## src/rtl/web_ping_classifier.sv

```systemverilog
module web_ping_classifier #(
  parameter int CW = 32
) (
  input  logic          clk,
  input  logic          rst_n,
  input  logic          in_valid,
  input  logic [7:0]    in_data,
  input  logic          in_last,
  output logic          in_ready,
  output logic          tx_valid,
  output logic [7:0]    tx_data,
  output logic          tx_last,
  output logic          side_valid,
  output logic [7:0]    side_data,
  output logic          side_last,
  input  logic          ret_valid,
  input  logic [7:0]    ret_data,
  input  logic          ret_last,
  output logic          ret_ready,
  input  logic          rd_sel,
  output logic [CW-1:0] rd_data
);
  localparam int MAXHDR = 60;
  localparam int LOOK   = 14 + MAXHDR + 4;
  localparam int DEPTH  = LOOK + 2;
  localparam int IW     = 7;
  localparam int H      = DEPTH - 1;
  localparam logic [1:0] C_OTH = 2'd0, C_WEB = 2'd1, C_PING = 2'd2;

  logic [DEPTH-1:0] sv, ss, sl;
  logic [7:0]       sd [DEPTH];
  logic [1:0]       sc [DEPTH];

  logic [IW-1:0] idx, ppos, toff, tgt;
  logic [15:0]   etype;
  logic [7:0]    verihl, proto, p0, p1, p2, p3;
  logic          seen1, seen3, dec_done, pend;
  logic [1:0]    dcls, cur_cls, hcls;
  logic          ret_own, inl_busy, own, shift, accept, trig, to_side, to_inl;
  logic          is_v4, is_web, is_ping;
  logic [CW-1:0] web_cnt, ping_cnt;

  assign toff    = IW'(14) + IW'({verihl[3:0], 2'b00});
  assign is_v4   = etype == 16'h0800 && verihl[7:4] == 4'd4 && verihl[3:0] >= 4'd5;
  assign is_web  = is_v4 && proto == 8'd6 && seen3 && ({p0, p1} == 16'd80 || {p2, p3} == 16'd80);
  assign is_ping = is_v4 && proto == 8'd1 && seen1 && p0 == 8'd8 && p1 == 8'd0;
  assign dcls    = is_web ? C_WEB : (is_ping ? C_PING : C_OTH);

  assign hcls    = ss[H] ? sc[H] : cur_cls;
  assign to_side = sv[H] && hcls == C_PING;
  assign to_inl  = sv[H] && hcls != C_PING;
  assign own     = ret_own || (ret_valid && !inl_busy);
  assign shift   = !(to_inl && own);
  assign accept  = in_valid && shift;
  assign trig    = accept && !dec_done && (in_last || idx == IW'(LOOK - 1));
  assign tgt     = ppos + IW'(shift);

  assign in_ready   = shift;
  assign ret_ready  = own;
  assign tx_valid   = own ? ret_valid : to_inl;
  assign tx_data    = own ? ret_data  : sd[H];
  assign tx_last    = own ? ret_last  : sl[H];
  assign side_valid = to_side;
  assign side_data  = sd[H];
  assign side_last  = sl[H];
  assign rd_data    = rd_sel ? ping_cnt : web_cnt;

  always_ff @(posedge clk) begin
    if (!rst_n) begin
      idx <= '0; etype <= '0; verihl <= '0; proto <= '0;
      p0 <= '0; p1 <= '0; p2 <= '0; p3 <= '0;
      seen1 <= 1'b0; seen3 <= 1'b0; dec_done <= 1'b0;
      pend <= 1'b0; ppos <= '0;
    end else begin
      pend <= trig;
      if (accept) begin
        if (idx == '0) begin
          etype <= '0; verihl <= '0; proto <= '0;
          seen1 <= 1'b0; seen3 <= 1'b0; dec_done <= 1'b0;
        end
        if (idx == IW'(12)) etype[15:8] <= in_data;
        if (idx == IW'(13)) etype[7:0]  <= in_data;
        if (idx == IW'(14)) verihl      <= in_data;
        if (idx == IW'(23)) proto       <= in_data;
        if (idx == toff)          p0 <= in_data;
        if (idx == toff + IW'(1)) begin p1 <= in_data; seen1 <= 1'b1; end
        if (idx == toff + IW'(2)) p2 <= in_data;
        if (idx == toff + IW'(3)) begin p3 <= in_data; seen3 <= 1'b1; end
        if (trig) begin dec_done <= 1'b1; ppos <= idx; end
        idx <= in_last ? '0 : ((&idx) ? idx : idx + IW'(1));
      end
    end
  end

  always_ff @(posedge clk) begin
    if (!rst_n) begin
      sv <= '0; ss <= '0; sl <= '0;
      cur_cls <= C_OTH; ret_own <= 1'b0; inl_busy <= 1'b0;
      web_cnt <= '0; ping_cnt <= '0;
    end else begin
      if (shift) begin
        sv <= {sv[DEPTH-2:0], accept};
        ss <= {ss[DEPTH-2:0], accept && idx == '0};
        sl <= {sl[DEPTH-2:0], in_last};
        if (sv[H] && ss[H]) cur_cls <= sc[H];
      end
      ret_own <= own && !(ret_valid && ret_last);
      if (to_inl && !own) inl_busy <= !sl[H];
      if (pend && dcls == C_WEB && !(&web_cnt)) web_cnt <= web_cnt + 1'b1;
      if (to_side && sl[H] && !(&ping_cnt)) ping_cnt <= ping_cnt + 1'b1;
    end
  end

  always_ff @(posedge clk) begin
    if (shift) begin
      sd[0] <= in_data;
      sc[0] <= C_OTH;
      for (int i = 1; i < DEPTH; i++) begin
        sd[i] <= sd[i-1];
        sc[i] <= sc[i-1];
      end
    end
    if (pend) sc[tgt] <= dcls;
  end
endmodule


```

## config.mk

```make
export PLATFORM = sky130hd
export DESIGN_NAME = web_ping_classifier
export DESIGN_NICKNAME = d
export VERILOG_FILES = /design/src/rtl/web_ping_classifier.sv
export SDC_FILE = /design/constraint.sdc
export NUM_CORES = 1
export LEC_CHECK = 0
export BUFFER_PORTS_ARGS = -buffer_cell sky130_fd_sc_hd__buf_2
export CAP_MARGIN = 20
export CORE_MARGIN = 10
export CORE_UTILIZATION = 50
export DETAILED_ROUTE_END_ITERATION = 10
export MAX_ROUTING_LAYER = met4
export PLACE_DENSITY = 0.62
export SETUP_SLACK_MARGIN = 0.02
export SLEW_MARGIN = 5
export SYNTH_ARGS = -nofsm -noshare
export SYNTH_HDL_FRONTEND = slang
export SYNTH_SLANG_ARGS = --single-unit
```

## constraint.sdc

```tcl
create_clock -name clk -period 65.1 [get_ports clk]
set_input_delay 13.02 -clock clk [delete_from_list [all_inputs] [get_ports clk]]
set_output_delay 13.02 -clock clk [all_outputs]
set_load 0.05 [all_outputs]
```

Word level (Yosys, flattened, before mapping)
Memories as Yosys holds them, arrays and structs flattened. Index checks and enable logic that the tools add are counted.

Output and inout port bits: 54. RAM bits: 800. Memories kept: 2. Bits in registers: 390.

Multiplexer cells: 22. Bitwise operators: 1. $lt $le $gt $ge: 1. $add $sub $neg: 8. Reduce and logical (&&, ||, !) cells: 62. Equal/unequal tests: 20.

Memory list: sd (depth 80, width 8, rd ports 80, clocked after Yosys merged registers in 0, write ports 80, RTL line 31) `logic [7:0] sd [DEPTH];`; sc (depth 80, width 2, rd ports 80, clocked after Yosys merged registers in 0, write ports 81, RTL line 32) `logic [1:0] sc [DEPTH];`.

Operator list (number): adder 32 x 1 -> 32 bit (second input constant) (2); AND reduction 32 bit (2); two-way mux 8 bit (6); equality test 16 x 7 -> 1 bit (second input constant) (2); two-way mux 32 bit (1); equality test 7 bit (4); AND reduction 2 bit (14); logical AND 1 bit (25); equality test 7 x 4 -> 1 bit (second input constant) (3); equality test 16 x 12 -> 1 bit (second input constant) (1); two-way mux 16 bit (1); adder 7 x 1 -> 7 bit (second input constant) (2); adder 7 x 2 -> 7 bit (second input constant) (2); two-way mux 7 bit (2); nonzero test 2 bit (7); two-way mux 1 bit (9); equality test 8 x 1 -> 1 bit (second input constant) (1); equality test 8 x 3 -> 1 bit (second input constant) (1); equality test 8 x 4 -> 1 bit (second input constant) (1); logical NOT 1 bit (8); logical NOT 8 bit (1); adder 4 x 6 -> 7 bit (first input constant) (1); adder 7 x 1 -> 7 bit (1); equality test 7 x 5 -> 1 bit (second input constant) (1); 11 further kinds (16).

Longest topological paths before layout
Depth in word-level cells: 12. Gate-level depth with buffers: 15. Depth with buffers taken out: 12.

Worst setup path before layout
OpenSTA, ideal clock, no wires.

Path kind: input to output. From: input port ret_valid. To: output port in_ready. Arrival time: 31.413 ns. Setup slack: 20.667 ns. Required time: 52.080 ns. Stages: 4. Path buffers: 1. Cells stage by stage: a21oi_1 -> nor2_1 -> inv_1 -> clkbuf_1.

Word-level cells in the longest chain between the ends: 4.

Ends and longest elaborated chain: start, declared (RTL line 16) `input logic ret_valid,`; logical AND 1 bit (RTL line 52) `assign own = ret_own || (ret_valid && !inl_busy);`; logical OR 1 bit (RTL line 52); logical AND 1 bit (RTL line 53) `assign shift = !(to_inl && own);`; logical NOT 1 bit (RTL line 53); end, declared (RTL line 9) `output logic in_ready,`.

Every way passes these cells.

Worst setup path after layout
Ends and elaborated chain as after synthesis.

==> flow_metrics.env <==
export IMPL_outcome="finished, final reports clean"
export IMPL_dr_pass1_iters=7
export IMPL_setup_viol=0
export IMPL_path_buf_inv=5
export IMPL_die_height_um=312.0
export IMPL_grt_ovfl_total=0
export IMPL_clkSinkCount=1190
export IMPL_total_power_mw=1.487
export IMPL_fillers=6802
export IMPL_grt_start_max_net_pins=242
export IMPL_htree_levels=3
export IMPL_cpPeakStageDelay_ps=530
export IMPL_power_leakage_nw=17.80
export IMPL_slowest_stage="buf_12"
export IMPL_dieArea_um2=97340
export IMPL_area_growth_pct=12.14
export IMPL_required_ps=52080
export IMPL_mappedNetlistArea_um2=42630
export IMPL_initial_core_util_pct=50.23
export IMPL_grt_pass1_wl_um=119600
export IMPL_startpoint_type="input port"
export IMPL_rsz0062_at_grt="no"
export IMPL_synth_area_leader_cell="edfxtp_1"
export IMPL_cts_tree="yes"
export IMPL_fin_hold_ws_ps=401.9
export IMPL_yosys_register_bits=1190
export IMPL_wl_met2_um=33480
export IMPL_drc=0
export IMPL_slew_headroom_pct=25.81
export IMPL_vias=23688
export IMPL_setup_tns_ps=0
export IMPL_met3WireLength_um=2746
export IMPL_grt_pass1_vias=23001
export IMPL_crit_top_cell="buf_2"
export IMPL_yosysSeqAreaShare_pct=74.67
export IMPL_synth_ff_type="edfxtp_1"
export IMPL_port_buffers=76
export IMPL_fmaxAchievable_mhz=35.62
export IMPL_place_inst=4214
export IMPL_setup_ws_ps=37020
export IMPL_cp_arrival_ps=15060
export IMPL_postCtsSetupBuffers=0
export IMPL_synth_top_area_share_pct=56.35
export IMPL_clk_latency_ps=680
export IMPL_rows=107
export IMPL_min_period_ps=28080
export IMPL_stdcell_count=4438
export IMPL_crit_family="buffers and inverters"
export IMPL_synth_edf_count=800
export IMPL_syn_area_per_cell_um2=13.54
export IMPL_hold_class="reg2reg"
export IMPL_wl_per_cell_um=16.48
export IMPL_worst_pin_slew_ps=1113
export IMPL_drt_wl_total_um=73120
export IMPL_core_area_um2=84880
export IMPL_critPathKind="in2out"
export IMPL_dp_hpwl_um=40790
export IMPL_syn_nets=3183
export IMPL_routed_top_layer="met4"
export IMPL_gp_congestion=0.8651
export IMPL_place_ws_ps=36980
export IMPL_grt_usage_pct=15.06
export IMPL_vias_per_cell=5.338
export IMPL_drt_iter0_markers=1926
export IMPL_cap_violations=0
export IMPL_clockRootBuffer="clkbuf_16"
export IMPL_end_kind="primary output"
export IMPL_yosys_top_cells_area="edfxtp_1 56%, dfxtp_1 18%, nand2_1 6.2%"
export IMPL_hold_viol=0
export IMPL_syn_instance_count=3149
export IMPL_min_period_over_period_pct=43.13
export IMPL_cts_buffers=116
export IMPL_skew_ps=25.58
export IMPL_cp_cell_sequence="buf_2 -> a21oi_2 -> buf_4 -> nor2_4 -> buf_12 -> inv_8 -> buf_2"
export IMPL_power_density_nw_per_um2=31.10
export IMPL_reg2reg_slack_ps=59200
export IMPL_antenna_found_initial=1
export IMPL_ctsHoldBuffers=0
export IMPL_yosys_warnings=0
export IMPL_async_flop_share_pct=0
export IMPL_final_max_slew_viol_count=0
export IMPL_ys_types=63
export IMPL_io_pins=77
export IMPL_drtAntennaViolNets=0
export IMPL_dieWidth_um=312.0
export IMPL_cts_resized_gates=0
export IMPL_layout_nets=3224
export IMPL_crit_fanout=216
export IMPL_drive_above_1_share_pct=14.58
export IMPL_ir_worst_vdd_uv=21.61
export IMPL_drt_met1_wl_um=34710
export IMPL_cts_buffer_depth=3
export IMPL_path_clk_slew_ps=60
## cell type report
| class | instances | area, um^2 | share of cell area, % |
|---|---|---|---|
| timing repair buffer | 97 | 600.6 | 1.256 |
| sequential | 1190 | 31830 | 66.58 |
| inverter | 16 | 75.07 | 0.1570 |
| multi-input combinational | 1769 | 10060 | 21.05 |
| tap | 1144 | 1431 | 2.994 |
| antenna | 2 | 5.005 | 0.01047 |
| clock inverter | 69 | 654.4 | 1.369 |
| clock buffer | 151 | 3147 | 6.582 |
## layout by cell type (no fill, tap or decap), drive strengths merged, types with 21 or more instances in the layout
cell,Yosys,layout
a21oi,285,285
a22oi,32,32
buf,16,97
clkbuf,158,151
clkinv,1,54
dfxtp,390,390
edfxtp,800,800
mux2,188,188
mux2i,45,45
nand2,709,709
nand3,41,41
nand4,33,33
nor2,122,122
nor4,22,22
o21ai,50,50
or3,28,28
or4,21,21
xor2,23,23
## through the flow
step,util [%],instance area (um^2)
3_3_place_gp,51.81,43970
4_1_cts,56.29,47770
5_1_grt,56.32,47800
2_1_floorplan,-,42630
3_5_place_dp,51.81,43970
6_report,56.32,47810
## routing by layer
metal,track usage [%],vias to the layer above
met2,23.00,470
met5,-,-
met4,5.363,0
met3,2.336,158
met1,20.46,11647
li1,-,11413
## where the power goes
group	switching, mW	internal [mW]
sequential	0.00403	0.814
combinational	0.0105	0.00258
clock	0.278	0.377
## final timing paths
check | end | start | cells after the start
setup / recovery | in_ready | ret_valid | 7
hold / removal | sd[2][93]$_DFFE_PP_ | sd[2][85]$_DFFE_PP_ | 0
setup reg to reg | sd[3][87]$_DFFE_PP_ | ss[79]$_SDFFE_PN0P_ | 10
hold reg to reg | sd[2][93]$_DFFE_PP_ | sd[2][85]$_DFFE_PP_ | 0
## synth_stat cells (all sizes together), types with 4 or more instances
master and instances:
nand3 41, buf 16, o21a 8, edfxtp 800, nor3b 5, mux2i 45
ha 11, nand4 33, nor3 18, dfxtp 390, nor2b 5, nor4b 7
xor2 23, xnor2 15, and3 19, and2 4, and4 8, o21ai 50
nand2b 6, or4 21, nor2 122, mux2 188, a21oi 285, a211oi 6
or3 28, nand3b 4, nor4 22, inv 15, nand2 709, o31ai 15
a22oi 32, clkbuf 158
## registers in the layout (all words and copies together), names as in the netlist, 8 cells and up
name / count
sd: 640
sc: 160
sl: 80
ss: 80
sv: 80
ping_cnt: 32
web_cnt: 32
etype: 16
p0: 8
p1: 8
p2: 8
p3: 8
proto: 8
verihl: 8
## cell families (layout without fill, tap and decap cells)
family / after synthesis / count (layout) / share of synthesized area (%)
flops: 1190 / 1190 / 74.67
simple gates: 1066 / 1066 / 10.89
compound gates: 421 / 421 / 5.521
mux: 233 / 233 / 6.023
buf+inv: 190 / 333 / 1.776
xor+xnor: 38 / 38 / 0.7983
fa+ha+maj: 11 / 11 / 0.3228
other cells: 0 / 2 / 0
Power figures use the tool's default switching activity.
